`config.mk`:
```
export PLATFORM = sky130hd
export DESIGN_NAME = cfgw_slave
export DESIGN_NICKNAME = d
export VERILOG_FILES = /design/src/rtl/cfgw_pkg.sv /design/src/rtl/cfgw_linesync.sv /design/src/rtl/cfgw_resetdet.sv /design/src/rtl/cfgw_regfile.sv /design/src/rtl/cfgw_slave.sv
export SDC_FILE = /design/constraint.sdc
export NUM_CORES = 1
export LEC_CHECK = 0
export BUFFER_PORTS_ARGS = -buffer_cell sky130_fd_sc_hd__buf_2
export CAP_MARGIN = 20
export CORE_MARGIN = 8
export CORE_UTILIZATION = 64
export DETAILED_ROUTE_END_ITERATION = 6
export GPL_TIMING_DRIVEN = 0
export PLACE_DENSITY = 0.85
export SLEW_MARGIN = 0
export SYNTH_ARGS = -nofsm -noshare
export SYNTH_HDL_FRONTEND = slang
export SYNTH_SLANG_ARGS = --single-unit
export TNS_END_PERCENT = 100
```
`constraint.sdc`:
```
create_clock -name clk -period 5.8 [get_ports clk]
set_clock_uncertainty 0.1 [all_clocks]
set_input_delay 0 -clock clk [delete_from_list [all_inputs] [get_ports clk]]
set_output_delay 0 -clock clk [all_outputs]
set_load 0.02 [all_outputs]
```
`src/rtl/cfgw_pkg.sv`:
```
package cfgw_pkg;

    localparam int REG_W = 9;
    localparam int CMD_W = 8;

    localparam logic [CMD_W-1:0] OP_WR_DIV = 8'h01;
    localparam logic [CMD_W-1:0] OP_RD_DIV = 8'hA1;
    localparam logic [CMD_W-1:0] OP_WR_MUX = 8'h02;
    localparam logic [CMD_W-1:0] OP_RD_MUX = 8'hA2;

    localparam logic [REG_W-1:0] DIV_INIT = 9'h000;
    localparam logic [REG_W-1:0] MUX_INIT = 9'h034;
    localparam int               MUX_LIVE = 6;

    typedef enum logic [3:0] {
        ST_IDLE,
        ST_RELEASE,
        ST_PRES_GAP,
        ST_PRES_LOW,
        ST_CMD_WAIT,
        ST_CMD_SLOT,
        ST_WR_WAIT,
        ST_WR_SLOT,
        ST_RD_WAIT,
        ST_RD_SLOT
    } cfgw_state_e;

    typedef struct packed {
        logic valid;
        logic is_read;
        logic is_mux;
    } cfgw_op_t;

    function automatic cfgw_op_t decode_op(input logic [CMD_W-1:0] op);
        cfgw_op_t d;
        d = '0;
        unique case (op)
            OP_WR_DIV: d = '{valid: 1'b1, is_read: 1'b0, is_mux: 1'b0};
            OP_RD_DIV: d = '{valid: 1'b1, is_read: 1'b1, is_mux: 1'b0};
            OP_WR_MUX: d = '{valid: 1'b1, is_read: 1'b0, is_mux: 1'b1};
            OP_RD_MUX: d = '{valid: 1'b1, is_read: 1'b1, is_mux: 1'b1};
            default:   d = '0;
        endcase
        return d;
    endfunction

endpackage

```
`src/rtl/cfgw_linesync.sv`:
```
module cfgw_linesync #(
    parameter int STAGES = 2
) (
    input  logic clk,
    input  logic rst_n,
    input  logic line_i,
    output logic line_s_o,
    output logic fall_o
);
    logic [STAGES-1:0] chain_q;
    logic              prev_q;

    generate
        if (STAGES == 1) begin : g_one
            always_ff @(posedge clk) begin
                if (!rst_n) chain_q <= '1;
                else        chain_q <= line_i;
            end
        end else begin : g_many
            always_ff @(posedge clk) begin
                if (!rst_n) chain_q <= '1;
                else        chain_q <= {chain_q[STAGES-2:0], line_i};
            end
        end
    endgenerate

    always_ff @(posedge clk) begin
        if (!rst_n) prev_q <= 1'b1;
        else        prev_q <= chain_q[STAGES-1];
    end

    assign line_s_o = chain_q[STAGES-1];
    assign fall_o   = prev_q & ~chain_q[STAGES-1];

    p_fall_single_r4: assert property (@(posedge clk) disable iff (!rst_n)
        fall_o |=> !fall_o);

endmodule

```
`src/rtl/cfgw_resetdet.sv`:
```
module cfgw_resetdet #(
    parameter int RST_CYC = 480
) (
    input  logic clk,
    input  logic rst_n,
    input  logic line_s,
    output logic bus_rst_o
);
    localparam int CW = $clog2(RST_CYC + 1);

    logic [CW-1:0] low_cnt_q;
    logic          pulse_q;

    always_ff @(posedge clk) begin
        if (!rst_n) begin
            low_cnt_q <= '0;
            pulse_q   <= 1'b0;
        end else begin
            pulse_q <= !line_s && (low_cnt_q == CW'(RST_CYC - 1));
            if (line_s)
                low_cnt_q <= '0;
            else if (low_cnt_q != CW'(RST_CYC))
                low_cnt_q <= low_cnt_q + 1'b1;
        end
    end

    assign bus_rst_o = pulse_q;

    p_bus_rst_once_r2: assert property (@(posedge clk) disable iff (!rst_n)
        bus_rst_o |=> !bus_rst_o);

endmodule

```
`src/rtl/cfgw_regfile.sv`:
```
module cfgw_regfile
    import cfgw_pkg::*;
(
    input  logic             clk,
    input  logic             rst_n,
    input  logic             wr_div_i,
    input  logic             wr_mux_i,
    input  logic [REG_W-1:0] wdata_i,
    output logic [REG_W-1:0] div_o,
    output logic [REG_W-1:0] mux_o,
    output logic             div_stb_o,
    output logic             mux_stb_o
);
    localparam logic [REG_W-1:0] MUX_MASK = {{(REG_W-MUX_LIVE){1'b0}}, {MUX_LIVE{1'b1}}};

    always_ff @(posedge clk) begin
        if (!rst_n) begin
            div_o     <= DIV_INIT;
            mux_o     <= MUX_INIT;
            div_stb_o <= 1'b0;
            mux_stb_o <= 1'b0;
        end else begin
            div_stb_o <= wr_div_i;
            mux_stb_o <= wr_mux_i;
            if (wr_div_i) div_o <= wdata_i;
            if (wr_mux_i) mux_o <= wdata_i & MUX_MASK;
        end
    end

    p_div_load_r5: assert property (@(posedge clk) disable iff (!rst_n)
        wr_div_i |=> (div_o == $past(wdata_i)) && div_stb_o);
    p_div_hold_r9: assert property (@(posedge clk) disable iff (!rst_n)
        !wr_div_i |=> $stable(div_o) && !div_stb_o);
    p_mux_high_zero_r6: assert property (@(posedge clk) disable iff (!rst_n)
        mux_o[REG_W-1:MUX_LIVE] == '0);
    p_strobe_excl_r12: assert property (@(posedge clk) disable iff (!rst_n)
        $onehot0({div_stb_o, mux_stb_o}));

endmodule

```
`src/rtl/cfgw_slave.sv`:
```
module cfgw_slave
    import cfgw_pkg::*;
#(
    parameter int CLK_PER_US  = 16,
    parameter int RST_US      = 480,
    parameter int PRES_GAP_US = 30,
    parameter int PRES_LEN_US = 120,
    parameter int SAMPLE_US   = 30,
    parameter int RD_HOLD_US  = 30,
    parameter int SYNC_STAGES = 2
) (
    input  logic             clk,
    input  logic             rst_n,
    input  logic             line_i,
    output logic             pull_o,
    output logic [REG_W-1:0] div_o,
    output logic [REG_W-1:0] mux_o,
    output logic             div_wr_o,
    output logic             mux_wr_o
);
    localparam int RST_CYC  = RST_US * CLK_PER_US;
    localparam int GAP_CYC  = PRES_GAP_US * CLK_PER_US;
    localparam int LEN_CYC  = PRES_LEN_US * CLK_PER_US;
    localparam int SAMP_CYC = SAMPLE_US * CLK_PER_US;
    localparam int HOLD_CYC = RD_HOLD_US * CLK_PER_US;
    localparam int MAX_AB   = (GAP_CYC > LEN_CYC) ? GAP_CYC : LEN_CYC;
    localparam int MAX_CD   = (SAMP_CYC > HOLD_CYC) ? SAMP_CYC : HOLD_CYC;
    localparam int MAX_CYC  = (MAX_AB > MAX_CD) ? MAX_AB : MAX_CD;
    localparam int TMR_W    = $clog2(MAX_CYC + 1);
    localparam int CNT_W    = $clog2(REG_W + 1);

    logic line_s, fall, bus_rst;

    cfgw_linesync #(.STAGES(SYNC_STAGES)) u_sync (
        .clk      (clk),
        .rst_n    (rst_n),
        .line_i   (line_i),
        .line_s_o (line_s),
        .fall_o   (fall)
    );

    cfgw_resetdet #(.RST_CYC(RST_CYC)) u_rstdet (
        .clk       (clk),
        .rst_n     (rst_n),
        .line_s    (line_s),
        .bus_rst_o (bus_rst)
    );

    cfgw_state_e       state_q, state_d;
    logic [TMR_W-1:0]  tmr_q;
    logic [CNT_W-1:0]  bit_q;
    logic [CMD_W-1:0]  cmd_q;
    logic [REG_W-1:0]  shreg_q;
    logic              sel_mux_q;

    logic             tmr_samp, tmr_hold, tmr_gap, tmr_len;
    logic [CMD_W-1:0] cmd_full;
    logic [REG_W-1:0] pay_full;
    cfgw_op_t         op;
    logic             last_cmd_bit, last_pay_bit;
    logic             wr_div, wr_mux;

    assign tmr_samp     = (tmr_q == TMR_W'(SAMP_CYC - 1));
    assign tmr_hold     = (tmr_q == TMR_W'(HOLD_CYC - 1));
    assign tmr_gap      = (tmr_q == TMR_W'(GAP_CYC - 1));
    assign tmr_len      = (tmr_q == TMR_W'(LEN_CYC - 1));
    assign cmd_full     = {line_s, cmd_q[CMD_W-1:1]};
    assign pay_full     = {line_s, shreg_q[REG_W-1:1]};
    assign op           = decode_op(cmd_full);
    assign last_cmd_bit = (bit_q == CNT_W'(CMD_W - 1));
    assign last_pay_bit = (bit_q == CNT_W'(REG_W - 1));

    // next-state logic
    always_comb begin
        state_d = state_q;
        unique case (state_q)
            ST_IDLE:     state_d = ST_IDLE;
            ST_RELEASE:  if (line_s)   state_d = ST_PRES_GAP;
            ST_PRES_GAP: if (tmr_gap)  state_d = ST_PRES_LOW;
            ST_PRES_LOW: if (tmr_len)  state_d = ST_CMD_WAIT;
            ST_CMD_WAIT: if (fall)     state_d = ST_CMD_SLOT;
            ST_CMD_SLOT: if (tmr_samp) begin
                if (!last_cmd_bit)      state_d = ST_CMD_WAIT;
                else if (!op.valid)     state_d = ST_IDLE;
                else if (op.is_read)    state_d = ST_RD_WAIT;
                else                    state_d = ST_WR_WAIT;
            end
            ST_WR_WAIT:  if (fall)     state_d = ST_WR_SLOT;
            ST_WR_SLOT:  if (tmr_samp) state_d = last_pay_bit ? ST_IDLE : ST_WR_WAIT;
            ST_RD_WAIT:  if (fall)     state_d = ST_RD_SLOT;
            ST_RD_SLOT:  if (tmr_hold) state_d = last_pay_bit ? ST_IDLE : ST_RD_WAIT;
            default:                   state_d = ST_IDLE;
        endcase
        if (bus_rst) state_d = ST_RELEASE;
    end

    // state register and datapath
    always_ff @(posedge clk) begin
        if (!rst_n) begin
            state_q   <= ST_IDLE;
            tmr_q     <= '0;
            bit_q     <= '0;
            cmd_q     <= '0;
            shreg_q   <= '0;
            sel_mux_q <= 1'b0;
        end else begin
            state_q <= state_d;
            if (state_d != state_q)
                tmr_q <= '0;
            else if (state_q inside {ST_PRES_GAP, ST_PRES_LOW, ST_CMD_SLOT, ST_WR_SLOT, ST_RD_SLOT})
                tmr_q <= tmr_q + 1'b1;

            if (bus_rst) begin
                bit_q <= '0;
            end else begin
                unique case (state_q)
                    ST_CMD_SLOT: if (tmr_samp) begin
                        cmd_q <= cmd_full;
                        bit_q <= last_cmd_bit ? '0 : bit_q + 1'b1;
                        if (last_cmd_bit) begin
                            sel_mux_q <= op.is_mux;
                            shreg_q   <= op.is_mux ? mux_o : div_o;
                        end
                    end
                    ST_WR_SLOT: if (tmr_samp) begin
                        shreg_q <= pay_full;
                        bit_q   <= bit_q + 1'b1;
                    end
                    ST_RD_SLOT: if (tmr_hold) begin
                        shreg_q <= {1'b0, shreg_q[REG_W-1:1]};
                        bit_q   <= bit_q + 1'b1;
                    end
                    default: ;
                endcase
            end
        end
    end

    // outputs
    always_comb begin
        pull_o = 1'b0;
        wr_div = 1'b0;
        wr_mux = 1'b0;
        unique case (state_q)
            ST_PRES_LOW: pull_o = 1'b1;
            ST_RD_SLOT:  pull_o = ~shreg_q[0];
            ST_WR_SLOT: if (tmr_samp && last_pay_bit && !bus_rst) begin
                wr_div = ~sel_mux_q;
                wr_mux = sel_mux_q;
            end
            default: ;
        endcase
    end

    cfgw_regfile u_regs (
        .clk       (clk),
        .rst_n     (rst_n),
        .wr_div_i  (wr_div),
        .wr_mux_i  (wr_mux),
        .wdata_i   (pay_full),
        .div_o     (div_o),
        .mux_o     (mux_o),
        .div_stb_o (div_wr_o),
        .mux_stb_o (mux_wr_o)
    );

    p_bus_rst_release_r11: assert property (@(posedge clk) disable iff (!rst_n)
        bus_rst |=> state_q == ST_RELEASE);
    p_idle_quiet_r9: assert property (@(posedge clk) disable iff (!rst_n)
        (state_q == ST_IDLE && $past(state_q) == ST_IDLE) |-> !pull_o && !div_wr_o && !mux_wr_o);
    p_div_stb_source_r5: assert property (@(posedge clk) disable iff (!rst_n)
        div_wr_o |-> $past(state_q) == ST_WR_SLOT && $past(state_q, 1) != ST_IDLE);
    p_mux_stb_source_r6: assert property (@(posedge clk) disable iff (!rst_n)
        mux_wr_o |-> $past(state_q) == ST_WR_SLOT);
    p_stb_single_r12: assert property (@(posedge clk) disable iff (!rst_n)
        (div_wr_o || mux_wr_o) |=> !(div_wr_o || mux_wr_o));
    p_reset_idle_r1: assert property (@(posedge clk) disable iff (!rst_n)
        $rose(pull_o) |-> state_q inside {ST_PRES_LOW, ST_RD_SLOT});

endmodule

```
Yosys cells after proc, flatten, opt, wreduce, memory -nomap -nowiden
Cells that the tools add are included.
Cells by class
  reduce and logical (&&, ||, !) cells: 16
  shift operators: 0
  divide/modulo/power cells: 0
  equality and inequality tests: 25
  bitwise gates (word level): 6
  $mul: 0
  order comparisons: 0
  multiplexer cells: 32
  add/subtract/negate cells: 3
Operators by type and width (count)
  4-bit 2-to-1 mux: 17
  9-bit 2-to-1 mux: 5
  4-bit case mux with 9 select lines: 1
  9-bit case mux with 3 select lines: 1
  4-bit by 3-bit equality test with 1-bit output (second input constant): 5
  8-bit equality test (second input constant): 2
  13-bit by 1-bit adder with 13-bit output (second input constant): 1
  13-bit equality test (second input constant): 1
  13-bit != test (second input constant): 1
  4-bit equality test (second input constant): 3
  3-bit case mux with 4 select lines: 1
  11-bit by 1-bit adder with 11-bit output (second input constant): 1
  11-bit equality test (second input constant): 1
  11-bit by 9-bit equality test with 1-bit output (second input constant): 1
  4-bit by 2-bit equality test with 1-bit output (second input constant): 2
  8-bit by 1-bit equality test with 1-bit output (second input constant): 1
  8-bit by 2-bit equality test with 1-bit output (second input constant): 1
  2-bit != test (second input constant): 4
  4-bit case mux with 2 select lines: 1
  2-bit OR reduction: 4
  3-bit AND reduction: 2
  6-bit AND reduction: 1
  1-bit inverter: 5
  5-bit nonzero test: 1
  13 further kinds: 19
Storage, ports and cells
  output and inout bits: 21
  latch bits: 0
  memory bits (writable): 0
  logic and storage cells: 96
  memories: 0
  ROM bits: 0
  register bits: 71
  input port bits: 3

Longest topological paths before layout
  depth after elaboration: 10
  depth in mapped cells: 9
  mapped depth without buffers: 8

By module
Synthesis repeated with hierarchy kept, for this count alone.
Second synthesis, totals
  cells, all modules: 381
  area, all modules: 3560.9 um^2
By module, submodules not included
  cfgw_slave: times used 1, seq. area each 720.7 um^2, area an instance 2119.5 um^2, cells an instance 237
  cfgw_resetdet: times used 1, seq. area each 280.3 um^2, area an instance 713.2 um^2, cells an instance 81
  cfgw_regfile: times used 1, seq. area each 340.3 um^2, area an instance 643.1 um^2, cells an instance 56
  cfgw_linesync: times used 1, seq. area each 60.1 um^2, area an instance 85.1 um^2, cells an instance 7

Least setup slack after synthesis
OpenSTA, ideal clock, no wires.
  kind: register to register
  start: register cmd_q[7]
  end: register tmr_q[0]
  clock period less this slack: 2.236 ns
  arrival: 2.016 ns
  path slack: 3.564 ns
  library setup time: 0.121 ns
  stages on the path, launching flop included: 7
  required time: 5.579 ns
  path buffers: 0
  cells stage by stage: dfxtp_1 or4_4 or4_4 o22a_1 o311a_1 nand4_2 nor2_1
On the way
  cells in the longest elaborated chain, start to end: 10
  elaborated cells on any way between the ends: 13
  those cells by class: eq/ne (5); mux (7); reduce/logical (1)
RTL lines
  start, declared: line cfgw_slave.sv:52  | logic [CMD_W-1:0] cmd_q;
  start signal, assigned: line cfgw_slave.sv:118  | cmd_q <= cmd_full;
  8-bit equality test (tied with other cells): line cfgw_pkg.sv:37  | unique case (op)
  3-bit case mux with 4 select lines *: line cfgw_pkg.sv:37
  4-bit 2-to-1 mux: line cfgw_slave.sv:85  | else if (op.is_read) state_d = ST_RD_WAIT;
  4-bit 2-to-1 mux *: line cfgw_slave.sv:84  | else if (!op.valid) state_d = ST_IDLE;
  4-bit 2-to-1 mux *: line cfgw_slave.sv:83  | if (!last_cmd_bit) state_d = ST_CMD_WAIT;
  4-bit 2-to-1 mux *: line cfgw_slave.sv:82  | ST_CMD_SLOT: if (tmr_samp) begin
  4-bit case mux with 9 select lines *: line cfgw_slave.sv:76  | unique case (state_q)
  4-bit 2-to-1 mux *: line cfgw_slave.sv:94  | if (bus_rst) state_d = ST_RELEASE;
  4-bit != test *: line cfgw_slave.sv:108  | if (state_d != state_q)
  2-bit OR reduction (no line) *
  end signal, assigned: line cfgw_slave.sv:111  | tmr_q <= tmr_q + 1'b1;
  end, declared: line cfgw_slave.sv:50  | logic [TMR_W-1:0] tmr_q;
Mark *: on every way between the ends. The rest lies on a longest branch, timed or not.
A chain may end at the register's enable or synchronous reset.

Worst setup path in the final report
  start: register state_q[2]
  end: register tmr_q[2]
On the way
  cells in the longest elaborated chain, start to end: 5
  elaborated cells on any way between the ends: 23
  those cells by class: eq/ne (10); mux (11); reduce/logical (2)
RTL lines
  start, declared: line cfgw_slave.sv:49  | cfgw_state_e state_q, state_d;
  start signal, assigned: line cfgw_slave.sv:107  | state_q <= state_d;
  4-bit equality test (tied with other cells): line cfgw_slave.sv:76, cfgw_slave.sv:110
  4-bit case mux with 9 select lines: line cfgw_slave.sv:76
  4-bit 2-to-1 mux: line cfgw_slave.sv:94
  4-bit != test: line cfgw_slave.sv:108
  2-bit OR reduction (no line)
Several ways; a longest one is shown, not always the timed one.

==> results.md <==
* **quantity of I/O buffers inserted on ports** 20
* **Critical Path AT** 2.71 ns
* **family with the most delay on the worst path** simple AND/OR/NAND/NOR gates
* **setup TNS after final layout** 0 ns
* **fraction of final layout cells with drive strength greater than 1** 0.114
* **Synth Flop Type** dfxtp_1
* **cell leakage power** 1.60 nW
* **shortest clock period the worst path allows after layout** 2.53 ns
* **signed area change from the synthesized netlist to the final layout** 12.7%
* **gate count after technology mapping** 387
* **total grt overflow** 0
* **number of enable-type register cells in the synthesized netlist** 0
* **CP Cell Sequence** buf_1 > nor4bb_1 > o31ai_1 > a41oi_1 > nand4_2 > nor2_1
* **synthesized area** 3340 sq um
* **power per unit of standard cell area** 238 nW/um^2
* **Final Max Slew Viols** 0
* **routed wire length** 7.61 mm
* **Critical Setup Path Class** reg2reg
* **later-pin clock latency in the skew report** 0.35 ns
* **Antenna Violating Nets Remaining** 0
* **Global Route met1 Usage** 0.246
* **power consumption** 0.895 mW
* **Distinct cells, synth** 56
* **total number of clock tree sinks** 70
* **mean routed wirelength per cell** 15.3 um
* **via density per instance** 5.84
* **slowest cell on the critical path** nor4bb_1
* **clock transition time at the flip-flop clock pins of the worst setup and hold paths** 0.09 ns
* **most heavily used metal layer in global routing** met2
* **setup fix buffers added after clock tree synthesis** 0
* **RSZ-0062 raised after global routing** false
* **via count of the first global-routing pass** 2774
* **fill cell total of the finished layout** 401
* **estimated wirelength of the detail-placed design** 5.14 mm
* **std cell rows** 26
* **number of buffers and inverters on the critical path** 1
* **initial cell density of the core** 0.658
* **leading cell types in the layout, fill and taps excluded** dfxtp_1 (70), nor2_1 (62), nand2_1 (38)
* **worst r2r path cells** 6
* **critical path fanouts, max** 10
* **Total Routing Usage GR** 0.205
* **kind of path behind the tightest hold check** reg2reg
* **core area** 5070 sq um
* **Ant. Diodes** 0
* **logic depth of the worst path, buffers included** 6
* **max-cap viol count** 0
* **share of flip-flops with an asynchronous set or reset after synthesis** 0
* **final setup vio count** 0
* **Fin. Hold Viols** 0
* **global routing met2 resource utilization** 0.333
* **wire length of the first global-routing pass** 12.6 mm
* **nets** 431
* **CP Launch Type** flip-flop
* **final core utilization** 0.742
* **boundary pin count** 24
* **register-to-register setup slack** 3.27 ns
* **fmax** 0.396 GHz
* **pin count of the biggest net entering global routing** 14
* **sequential fraction of the synthesis area** 0.419
* **total clock buffers created by CTS** 9
* **number of remaining DRC errors** 0
* **Worst-Margin Slew** 0.776 ns
* **cell depth of the worst hold path** 1
* **TritonCTS clock tree** yes
* **Relative slew margins** 0.476
* **peak ir drop on the vdd network** 199 uV
* **largest stage delay on the critical path** 0.74 ns
* **met3 track utilization from global routing** 0.0474
* **cell at the root of the clock tree** clkbuf_8
* **Die Y** 88.3 um
* **level count of the clock H-tree** 3
* **last weighted congestion value of the routability-driven placer** 0.958
* **first-pass detailed-route iteration total** 4
* **total of warnings raised by yosys** 0
* **part of the cycle the worst path needs** 0.436
* **Detailed Route Iter0 Violations** 149
* **routed via count** 2910
* **status** finished, final reports clean
* **FF+latch count, synth** 70
* **Critical Path End Type** flip-flop
* **Worst Path Required** 5.98 ns
* **antenna violations before repair** 0
* **worst-case hold slack** 0.315 ns
* **horizontal die dimension** 88.3 um
* **average instance area after synthesis** 8.63 sq um
* **Max Buffers Root-to-Sink** 2
* **floorplan die area** 7790 sq um
* **most common library cell in the layout ignoring fill and taps** dfxtp_1
## metal layers
layer  wire length, um  vias up
li1                  -     1428
met1              3330     1362
met2              3620      100
met3               467       20
met4               190        0
met5                 0        -
## layout make-up
class / count / area (sq um) / share of cell area
Buffer: 20 / 90.1 / 0.0239
Timing Repair Buffer: 23 / 130 / 0.0346
Tap cell: 70 / 87.6 / 0.0233
Clock inverter: 7 / 75.1 / 0.0199
Multi-Input combinational cell: 291 / 1830 / 0.485
Sequential cell: 70 / 1400 / 0.372
Inverter: 8 / 30.0 / 0.00798
Clock buffer: 9 / 124 / 0.0329
## Yosys cell counts, types with 2 or more instances
| cell type | number | share of area |
|---|---|---|
| xnor2_1 | 6 | 0.016 |
| nand2_1 | 38 | 0.043 |
| o31ai_1 | 2 | 0.0045 |
| or2_2 | 2 | 0.0037 |
| mux2i_1 | 28 | 0.084 |
| buf_2 | 3 | 0.0045 |
| nand3_1 | 15 | 0.022 |
| a211o_1 | 2 | 0.0052 |
| and4_1 | 3 | 0.0079 |
| nor3_1 | 9 | 0.013 |
| o22a_1 | 2 | 0.0052 |
| ha_1 | 5 | 0.019 |
| or4_4 | 2 | 0.0067 |
| nor2b_1 | 4 | 0.0075 |
| nand4_1 | 7 | 0.013 |
| nand4b_1 | 2 | 0.0052 |
| o21ai_0 | 11 | 0.016 |
| nor3b_1 | 3 | 0.0067 |
| nor2_1 | 62 | 0.070 |
| and4b_1 | 2 | 0.0060 |
| clkbuf_1 | 13 | 0.015 |
| a21oi_1 | 17 | 0.025 |
| nor4_1 | 2 | 0.0037 |
| and2_1 | 2 | 0.0037 |
| inv_1 | 8 | 0.0090 |
| or3_1 | 4 | 0.0075 |
| o21a_1 | 2 | 0.0045 |
| dfxtp_1 | 70 | 0.42 |
| buf_4 | 3 | 0.0067 |
| xor2_1 | 17 | 0.045 |
| and3_1 | 6 | 0.011 |
| a221oi_1 | 4 | 0.010 |
| a41oi_1 | 3 | 0.0079 |
| nand2b_1 | 6 | 0.011 |
## worst register-to-register path, delay by kind of cell (launching register included)
| kind | cells | cell delay [ns] |
|---|---|---|
| flops | 1 | 0.34 |
| simple gates | 3 | 1.22 |
| buf+inv | 1 | 0.24 |
| compound gates | 2 | 0.55 |
## worst paths after layout
path,startpoint,endpoint
setup / recovery,state_q[2],tmr_q[2]
hold / removal,u_sync.chain_q[0],u_sync.chain_q[1]
hold reg to reg,u_sync.chain_q[0],u_sync.chain_q[1]
setup reg to reg,state_q[2],tmr_q[2]
## report_power, final
part	total, mW	switching (mW)	internal (mW)
combinational	0.0176	0.0118	0.00574
clock	0.395	0.195	0.200
sequential	0.482	0.000988	0.481
## per-stage QoR
stage / area (sq um) / std cells / setup slack (ns)
floorplan: 3350 / 389 / 3.56
CTS: 3760 / 498 / 3.27
finish: 3760 / 498 / 3.27
detailed placement: 3540 / 479 / 3.29
global route: 3760 / 498 / 3.01
global placement: 3540 / 479 / 3.36
## state kept, by name, indices dropped and copies added, names as in the netlist, 2 cells and up
| name | count |
|---|---|
| u_sync.chain_q | 2 |
| bit_q | 4 |
| tmr_q | 11 |
| cmd_q | 7 |
| state_q | 4 |
| u_regs.div_o | 9 |
| shreg_q | 9 |
| u_rstdet.low_cnt_q | 13 |
| u_regs.mux_o | 6 |
## what timing repair did
action,4_1_cts,5_1_grt
hold endpoints to repair,6,0
hold buffers,3,0
resized for setup,0,0
## logic make-up (layout without fill, tap and decap cells)
group,Yosys count,after routing,share of synthesized area
AOI/OAI and AO/OA,53,53,0.107
xor gates and xnor gates,23,23,0.0603
adders and majority gates,5,5,0.0187
and+or+nand+nor,178,178,0.270
other,1,3,0.00112
DFF,70,70,0.419
buffers and inverters,28,67,0.0360
muxes,29,29,0.0873
Note: power is estimated with default switching activity, not from simulation.
